$ cat config.mk
export PLATFORM = sky130hd
export DESIGN_NAME = scanout_fetcher
export DESIGN_NICKNAME = d
export VERILOG_FILES = /design/src/rtl/scanout_pkg.sv /design/src/rtl/scan_regs.sv /design/src/rtl/scan_fifo.sv /design/src/rtl/mono_fetch.sv /design/src/rtl/color_fetch.sv /design/src/rtl/scanout_fetcher.sv
export SDC_FILE = /design/constraint.sdc
export NUM_CORES = 1
export LEC_CHECK = 0
export BUFFER_PORTS_ARGS = -buffer_cell sky130_fd_sc_hd__buf_4
export CAP_MARGIN = 15
export CORE_UTILIZATION = 30
export DETAILED_ROUTE_END_ITERATION = 10
export RECOVER_POWER = 25
export SYNTH_ARGS = -nofsm -noshare
export SYNTH_HDL_FRONTEND = slang
export SYNTH_HIERARCHICAL = 1
export SYNTH_SLANG_ARGS = --single-unit
$ cat constraint.sdc
create_clock -name clk -period 9.5 [get_ports clk]
set_input_delay 0.475 -clock clk [delete_from_list [all_inputs] [get_ports clk]]
set_output_delay 0.475 -clock clk [all_outputs]
set_load 0.05 [all_outputs]
$ cat src/rtl/scanout_pkg.sv
package scanout_pkg;
  localparam logic [1:0] REG_MONO_BASE = 2'd0;
  localparam logic [1:0] REG_COL_BASE  = 2'd1;
  localparam logic [1:0] REG_CTRL      = 2'd2;

  typedef struct packed {
    logic [23:0] mono_base;
    logic [23:0] col_base;
    logic        col_sel;
    logic        depth16;
  } scan_cfg_t;
endpackage

$ cat src/rtl/scan_regs.sv
module scan_regs
  import scanout_pkg::*;
#(
  parameter logic [23:0] MONO_BASE_RST = 24'h000000
) (
  input  logic        clk,
  input  logic        rst,
  input  logic        reg_we,
  input  logic [1:0]  reg_addr,
  input  logic [23:0] reg_wdata,
  input  logic        vsync,
  output logic        frame_start,
  output scan_cfg_t   cfg
);
  scan_cfg_t shadow;
  logic      vs_q;

  assign frame_start = vsync & ~vs_q;

  always_ff @(posedge clk) begin
    if (rst) begin
      vs_q             <= 1'b0;
      shadow.mono_base <= MONO_BASE_RST;
      shadow.col_base  <= 24'h0;
      shadow.col_sel   <= 1'b0;
      shadow.depth16   <= 1'b0;
      cfg.mono_base    <= MONO_BASE_RST;
      cfg.col_base     <= 24'h0;
      cfg.col_sel      <= 1'b0;
      cfg.depth16      <= 1'b0;
    end else begin
      vs_q <= vsync;
      if (reg_we) begin
        case (reg_addr)
          REG_MONO_BASE: shadow.mono_base <= reg_wdata;
          REG_COL_BASE:  shadow.col_base  <= {reg_wdata[23:4], 4'h0};
          REG_CTRL: begin
            shadow.col_sel <= reg_wdata[0];
            shadow.depth16 <= reg_wdata[1];
          end
          default: ;
        endcase
      end
      if (frame_start) cfg <= shadow;
    end
  end


  cfg_hold_chk: assert property (@(posedge clk) disable iff (rst)
    !frame_start |=> $stable(cfg));
endmodule

$ cat src/rtl/scan_fifo.sv
module scan_fifo #(
  parameter int W     = 32,
  parameter int DEPTH = 4
) (
  input  logic                       clk,
  input  logic                       rst,
  input  logic                       flush,
  input  logic                       push,
  input  logic [W-1:0]               din,
  input  logic                       pop,
  output logic [W-1:0]               head,
  output logic                       empty,
  output logic [$clog2(DEPTH):0]     cnt
);
  localparam int LOG = $clog2(DEPTH);
  localparam int CW  = LOG + 1;
  localparam logic [CW-1:0] FULL_CNT = CW'(DEPTH);

  logic [W-1:0]   mem [DEPTH];
  logic [LOG-1:0] wp, rp;
  logic           do_push, do_pop;

  assign do_push = push & ~flush;
  assign do_pop  = pop & ~flush & (cnt != '0);
  assign empty   = (cnt == '0);
  assign head    = mem[rp];

  always_ff @(posedge clk) begin
    if (do_push) mem[wp] <= din;
  end

  always_ff @(posedge clk) begin
    if (rst || flush) begin
      wp  <= '0;
      rp  <= '0;
      cnt <= '0;
    end else begin
      if (do_push) wp <= wp + 1'b1;
      if (do_pop)  rp <= rp + 1'b1;
      cnt <= cnt + CW'(do_push) - CW'(do_pop);
    end
  end


  no_overflow_chk: assert property (@(posedge clk) disable iff (rst)
    push |-> (cnt < FULL_CNT || pop || flush));
endmodule

$ cat src/rtl/mono_fetch.sv
module mono_fetch #(
  parameter int RAM_AW = 16,
  parameter int WORDS  = 40500,
  parameter int DEPTH  = 4
) (
  input  logic              clk,
  input  logic              rst,
  input  logic              flush,
  input  logic [RAM_AW-1:0] base_word,
  input  logic              take,
  output logic              rd_en,
  output logic [RAM_AW-1:0] rd_addr,
  input  logic [31:0]       rd_data,
  output logic              empty,
  output logic              pix
);
  localparam int LOG = $clog2(DEPTH);
  localparam int CW  = LOG + 1;
  localparam int NW  = $clog2(WORDS + 1);

  logic [NW-1:0] word_cnt;
  logic          dv;
  logic [4:0]    idx;
  logic [CW-1:0] cnt;
  logic [CW:0]   used;
  logic [31:0]   head;
  logic          issue, pop;

  assign used  = {1'b0, cnt} + (CW+1)'(rd_en) + (CW+1)'(dv);
  assign issue = !flush && (word_cnt < NW'(WORDS)) && (used < (CW+1)'(DEPTH));
  assign pop   = take && !empty && (idx == 5'd31);
  assign pix   = head[idx];

  scan_fifo #(.W(32), .DEPTH(DEPTH)) u_q (
    .clk(clk), .rst(rst), .flush(flush),
    .push(dv), .din(rd_data), .pop(pop),
    .head(head), .empty(empty), .cnt(cnt)
  );

  always_ff @(posedge clk) begin
    if (rst) begin
      rd_en    <= 1'b0;
      rd_addr  <= '0;
      dv       <= 1'b0;
      word_cnt <= '0;
      idx      <= '0;
    end else begin
      rd_en <= issue;
      dv    <= rd_en & ~flush;
      if (issue) rd_addr <= base_word + RAM_AW'(word_cnt);
      if (flush)      word_cnt <= '0;
      else if (issue) word_cnt <= word_cnt + 1'b1;
      if (flush)                idx <= '0;
      else if (take && !empty)  idx <= idx + 1'b1;
    end
  end


  mono_credit_chk: assert property (@(posedge clk) disable iff (rst)
    used <= (CW+1)'(DEPTH));
endmodule

$ cat src/rtl/color_fetch.sv
module color_fetch #(
  parameter int DEPTH    = 4,
  parameter int BURSTS8  = 49152,
  parameter int BURSTS16 = 98304
) (
  input  logic         clk,
  input  logic         rst,
  input  logic         flush,
  input  logic [23:0]  base,
  input  logic         depth16,
  input  logic         take,
  output logic         burst_req,
  output logic [23:0]  burst_addr,
  input  logic         burst_gnt,
  input  logic         rd_valid,
  input  logic [127:0] rd_data,
  output logic         empty,
  output logic [15:0]  pix
);
  localparam int LOG = $clog2(DEPTH);
  localparam int CW  = LOG + 1;
  localparam int IW  = LOG + 2;
  localparam int BW  = $clog2(BURSTS16 + 1);

  logic [BW-1:0]  burst_cnt, limit;
  logic [IW-1:0]  inflight, drop, total, live;
  logic [IW:0]    used;
  logic [CW-1:0]  cnt;
  logic [127:0]   head;
  logic [3:0]     idx;
  logic           acc, can_issue, push, pop, last;

  assign acc       = burst_req & burst_gnt;
  assign total     = inflight + IW'(acc) - IW'(rd_valid);
  assign live      = inflight - drop;
  assign used      = {1'b0, live} + (IW+1)'(cnt) + (IW+1)'(burst_req);
  assign limit     = depth16 ? BW'(BURSTS16) : BW'(BURSTS8);
  assign can_issue = !flush && !burst_req && (burst_cnt < limit) && (used < (IW+1)'(DEPTH));
  assign push      = rd_valid && (drop == '0);
  assign last      = depth16 ? (idx == 4'd7) : (idx == 4'd15);
  assign pop       = take && !empty && last;
  assign pix       = depth16 ? head[{idx[2:0], 4'b0} +: 16]
                             : {8'h00, head[{idx, 3'b0} +: 8]};

  scan_fifo #(.W(128), .DEPTH(DEPTH)) u_q (
    .clk(clk), .rst(rst), .flush(flush),
    .push(push), .din(rd_data), .pop(pop),
    .head(head), .empty(empty), .cnt(cnt)
  );

  always_ff @(posedge clk) begin
    if (rst) begin
      burst_req  <= 1'b0;
      burst_addr <= '0;
      burst_cnt  <= '0;
      inflight   <= '0;
      drop       <= '0;
      idx        <= '0;
    end else begin
      inflight <= total;
      if (flush) begin
        burst_req <= 1'b0;
        burst_cnt <= '0;
        drop      <= total;
      end else begin
        if (acc) begin
          burst_req <= 1'b0;
          burst_cnt <= burst_cnt + 1'b1;
        end else if (can_issue) begin
          burst_req  <= 1'b1;
          burst_addr <= base + 24'({burst_cnt, 4'h0});
        end
        if (rd_valid && drop != '0) drop <= drop - 1'b1;
      end
      if (flush || pop)         idx <= '0;
      else if (take && !empty)  idx <= idx + 1'b1;
    end
  end


  burst_align_chk: assert property (@(posedge clk) disable iff (rst)
    burst_req |-> (burst_addr[3:0] == 4'h0));

  burst_hold_chk: assert property (@(posedge clk) disable iff (rst)
    (burst_req && !burst_gnt && !flush) |=> (burst_req && $stable(burst_addr)));

  color_credit_chk: assert property (@(posedge clk) disable iff (rst)
    ({1'b0, live} + (IW+1)'(cnt)) <= (IW+1)'(DEPTH));
endmodule

$ cat src/rtl/scanout_fetcher.sv
module scanout_fetcher
  import scanout_pkg::*;
#(
  parameter int          MONO_W        = 1440,
  parameter int          MONO_H        = 900,
  parameter int          COL_W         = 1024,
  parameter int          COL_H         = 768,
  parameter int          RAM_AW        = 16,
  parameter int          FIFO_DEPTH    = 4,
  parameter logic [23:0] MONO_BASE_RST = 24'h000000
) (
  input  logic              clk,
  input  logic              rst,
  input  logic              reg_we,
  input  logic [1:0]        reg_addr,
  input  logic [23:0]       reg_wdata,
  input  logic              vsync,
  input  logic              active,
  output logic              mono_rd_en,
  output logic [RAM_AW-1:0] mono_rd_addr,
  input  logic [31:0]       mono_rd_data,
  output logic              burst_req,
  output logic [23:0]       burst_addr,
  input  logic              burst_gnt,
  input  logic              rd_valid,
  input  logic [127:0]      rd_data,
  output logic              pix_valid,
  output logic [15:0]       pix_data,
  output logic              underrun
);
  localparam int MONO_WORDS = MONO_W * MONO_H / 32;
  localparam int BURSTS8    = COL_W * COL_H / 16;
  localparam int BURSTS16   = COL_W * COL_H / 8;

  scan_cfg_t   cfg;
  logic        frame_start;
  logic        m_empty, m_pix, c_empty, sel_empty;
  logic [15:0] c_pix, sel_pix;
  logic        unused_base_bits;

  assign unused_base_bits = ^{cfg.mono_base[1:0], cfg.mono_base[23:RAM_AW+2]};

  scan_regs #(.MONO_BASE_RST(MONO_BASE_RST)) u_regs (
    .clk(clk), .rst(rst), .reg_we(reg_we), .reg_addr(reg_addr),
    .reg_wdata(reg_wdata), .vsync(vsync),
    .frame_start(frame_start), .cfg(cfg)
  );

  mono_fetch #(.RAM_AW(RAM_AW), .WORDS(MONO_WORDS), .DEPTH(FIFO_DEPTH)) u_mono (
    .clk(clk), .rst(rst), .flush(frame_start),
    .base_word(cfg.mono_base[RAM_AW+1:2]), .take(active),
    .rd_en(mono_rd_en), .rd_addr(mono_rd_addr), .rd_data(mono_rd_data),
    .empty(m_empty), .pix(m_pix)
  );

  color_fetch #(.DEPTH(FIFO_DEPTH), .BURSTS8(BURSTS8), .BURSTS16(BURSTS16)) u_col (
    .clk(clk), .rst(rst), .flush(frame_start),
    .base(cfg.col_base), .depth16(cfg.depth16), .take(active),
    .burst_req(burst_req), .burst_addr(burst_addr), .burst_gnt(burst_gnt),
    .rd_valid(rd_valid), .rd_data(rd_data),
    .empty(c_empty), .pix(c_pix)
  );

  assign sel_empty = cfg.col_sel ? c_empty : m_empty;
  assign sel_pix   = cfg.col_sel ? c_pix : {15'h0000, m_pix};

  always_ff @(posedge clk) begin
    if (rst) begin
      pix_valid <= 1'b0;
      pix_data  <= '0;
      underrun  <= 1'b0;
    end else begin
      pix_valid <= active;
      underrun  <= active & sel_empty;
      pix_data  <= (active && !sel_empty) ? sel_pix : 16'h0000;
    end
  end


  underrun_blank_chk: assert property (@(posedge clk) disable iff (rst)
    underrun |-> (pix_valid && pix_data == 16'h0000));
endmodule

==> out/metrics.csv <==
stage;metric;value;unit
run_status;run status;finished clean;
route;detailed-route via count;19900;
critical_path;Reg2Reg Depth;8;
sta;actual slew at the worst max-slew pin;1.07;ns
clocking;CTS tree;yes;
global_routing;GRT Resource Usage Total;15.2;%
floorplan;Die Y-Extent;345;um
min_path;type of the worst min-delay path;primary input to flip-flop;
finish;proportion of layout cells with a drive suffix above 1;24.0;%
finish;FF/Latch Area;23400;sq um
sta;unrepaired setup endpoints after global routing;false;
route;1st-iter DRT viols;1339;
sta;relative slew slack;28.9;%
finish;highest-count cells in the layout ignoring fill and taps;sky130_fd_sc_hd__edfxtp_1, sky130_fd_sc_hd__mux4_2, sky130_fd_sc_hd__nand2_1, sky130_fd_sc_hd__dfxtp_1, sky130_fd_sc_hd__buf_4;
critical_path;slack of the worst reg-to-reg path;5.64;ns
floorplan;die footprint;119000;sq um
sta;period utilization;40.7;%
floorplan;count of standard-cell rows;125;
synthesis;Mapped Area;35300;sq um
route;DRC Markers;0;
global_routing;initial antenna violation count;39;
global_routing;GRT Residual Overflow;0;
finish;final design area excluding fillers;42700;sq um
clocking;total number of H-tree levels;3;
route;Routed Antenna Nets;0;
sta;final critical path time including I/O delays and setup;3.86;ns
route;router iterations before antenna repair;7;
critical_path;critical path class;flip-flop to flip-flop;
min_path;min-delay src;vsync;
finish;post-layout utilization of the core;36.7;%
clocking;clock latency of the later-clocked register in the worst-skew pair;0.65;ns
sta;number of setup violations in the final report;0;
synthesis;Post-Synthesis Mean Instance Area;16.6;sq um
finish;number of fill cells in the layout;11000;
synthesis;Synthesis Warnings;6;
synthesis;number of instances in the synthesized netlist;2125;
clocking;post-cts sizing count;0;
clocking;count of clock tree sinks;846;
critical_path;kind of start point of the critical path;flip-flop;
sta;smallest hold slack;0.0622;ns
route;routed wire length;90.5;mm
floorplan;effective utilization at floorplan;30.3;%
critical_path;arrival time of data at the critical path endpoint;4.41;ns
finish;commonest non-fill, non-tap cell in the layout;sky130_fd_sc_hd__edfxtp_1;
place;Final HPWL DP;60.9;mm
sta;accumulated negative setup slack;0;ns
sta;Post-Route Skew;0.0277;ns
global_routing;first-pass GRT wire length;135;mm
place;gp weighted congestion;0.802;
clocking;clock root buffer;sky130_fd_sc_hd__clkbuf_16;
clocking;Reg clk slew, reported paths;0.06;ns
global_routing;pin count of the biggest net entering global routing;106;
place;IO Port Bufs;252;
finish;combined area of the multi-input logic cells;11000;sq um
sta;Final Hold Fails;0;
sta;fmax;259;MHz
route;detailed-route vias per instance;4.84;
finish;number of nets in the layout;2768;
critical_path;Reg-to-Reg End;pix_data[0];
min_path;hold path depth;2;
place;dpl cell area;38500;sq um
global_routing;number of global-route vias before repair;20400;
critical_path;Critical Path End Type;flip-flop;
critical_path;Crit Path Max Fanout;68;
floorplan;number of I/O pins;253;
min_path;Hold Path Sink;u_regs/vs_q;
job;# Max-Cap Violations;0;
clocking;Inserted Clock Buffers;93;
floorplan;horizontal extent of the die;345;um
critical_path;critical path required time;10.04;ns
route;WL per Instance;22.0;um
power;Power Dens Cells;208;nW/um^2
finish;Area Growth Syn to Fin;21.1;%
floorplan;area of the core;116000;sq um
power;Max IR drop VDD;0.146;mV
power;Leakage;14.0;nW
sta;max-slew violations;0;
clocking;maximum number of buffers from clock root to sink;3;
-- critical path, stage by stage, from the launching register on --
cell                       delay, ns
sky130_fd_sc_hd__dfxtp_4        0.92
sky130_fd_sc_hd__buf_4          0.93
sky130_fd_sc_hd__mux4_2         0.44
sky130_fd_sc_hd__mux4_2         0.48
sky130_fd_sc_hd__mux4_2         0.47
sky130_fd_sc_hd__nand2_1        0.09
sky130_fd_sc_hd__o21ai_0        0.16
sky130_fd_sc_hd__nand3b_1       0.14
sky130_fd_sc_hd__a21oi_1        0.06
-- worst max path at each step --
stage               startpoint                    to  slack, ns  cells past startpoint
floorplan                vsync   u_col/u_q/mem[0][0]       4.96                      5
finish               flip-flop           pix_data[0]       5.64                      8
global route         flip-flop           pix_data[0]       5.46                      8
CTS                  flip-flop           pix_data[0]       5.57                      8
detailed placement       vsync  u_col/u_q/mem[0][46]       5.55                      8
global placement         vsync  u_col/u_q/mem[0][46]       5.62                      8
-- routing by layer --
layer | vias to the layer above | track usage [%] | routed length, um
met5 | - | 0 | 165
met4 | 26 | 3.17 | 1600
met3 | 155 | 3.57 | 5680
met2 | 549 | 25.1 | 44000
met1 | 10100 | 20.3 | 39100
li1 | 9062 | - | -
-- report_power, final --
part           leakage (nW)  switching, mW  internal [mW]
Sequential             7.45         0.0585           4.14
Clock                  1.61           1.52           2.34
Combinational          4.98          0.487          0.339
-- metrics by stage --
step                      total power, mW  setup WS (ns)  instances
after floorplan                      4.80           4.96       2128
after global placement               5.06           5.62       3813
after detailed placement             5.08           5.55       3813
after CTS                            9.01           5.57       4110
after global routing                 9.21           5.46       4114
final                                8.88           5.64       4116
-- repair_timing --
item	4_1_cts	5_1_grt
setup buffers	0	0
hold buffers	123	0
hold endpoints to repair	480	0
-- final cells by class --
cell class                      instances  share of cell area (%)
Inverter                               34                   0.299
Tap cell                             1524                    4.46
Sequential cell                       846                    54.7
Multi-Input combinational cell       1132                    25.8
Clock inverter                         56                    1.62
Timing Repair Buffer                  400                    6.92
Clock buffer                          118                    6.13
Antenna cell                            6                  0.0352
-- sequential cells by signal, indices dropped and copies added, names as in the netlist, 2 cells and up, named ones only --
register,flops
u_col/u_q/mem,512
u_mono/u_q/mem,128
u_regs/cfg,38
u_regs/shadow,38
u_col/burst_addr,24
u_col/burst_cnt,17
pix_data,16
u_mono/rd_addr,16
u_mono/word_cnt,16
u_mono/idx,5
u_col/drop,4
u_col/idx,4
u_col/inflight,4
u_col/u_q/cnt,3
u_mono/u_q/cnt,3
u_col/u_q/rp,2
u_col/u_q/wp,2
u_mono/u_q/rp,2
u_mono/u_q/wp,2
No activity file was read; power rests on OpenSTA's default activity.
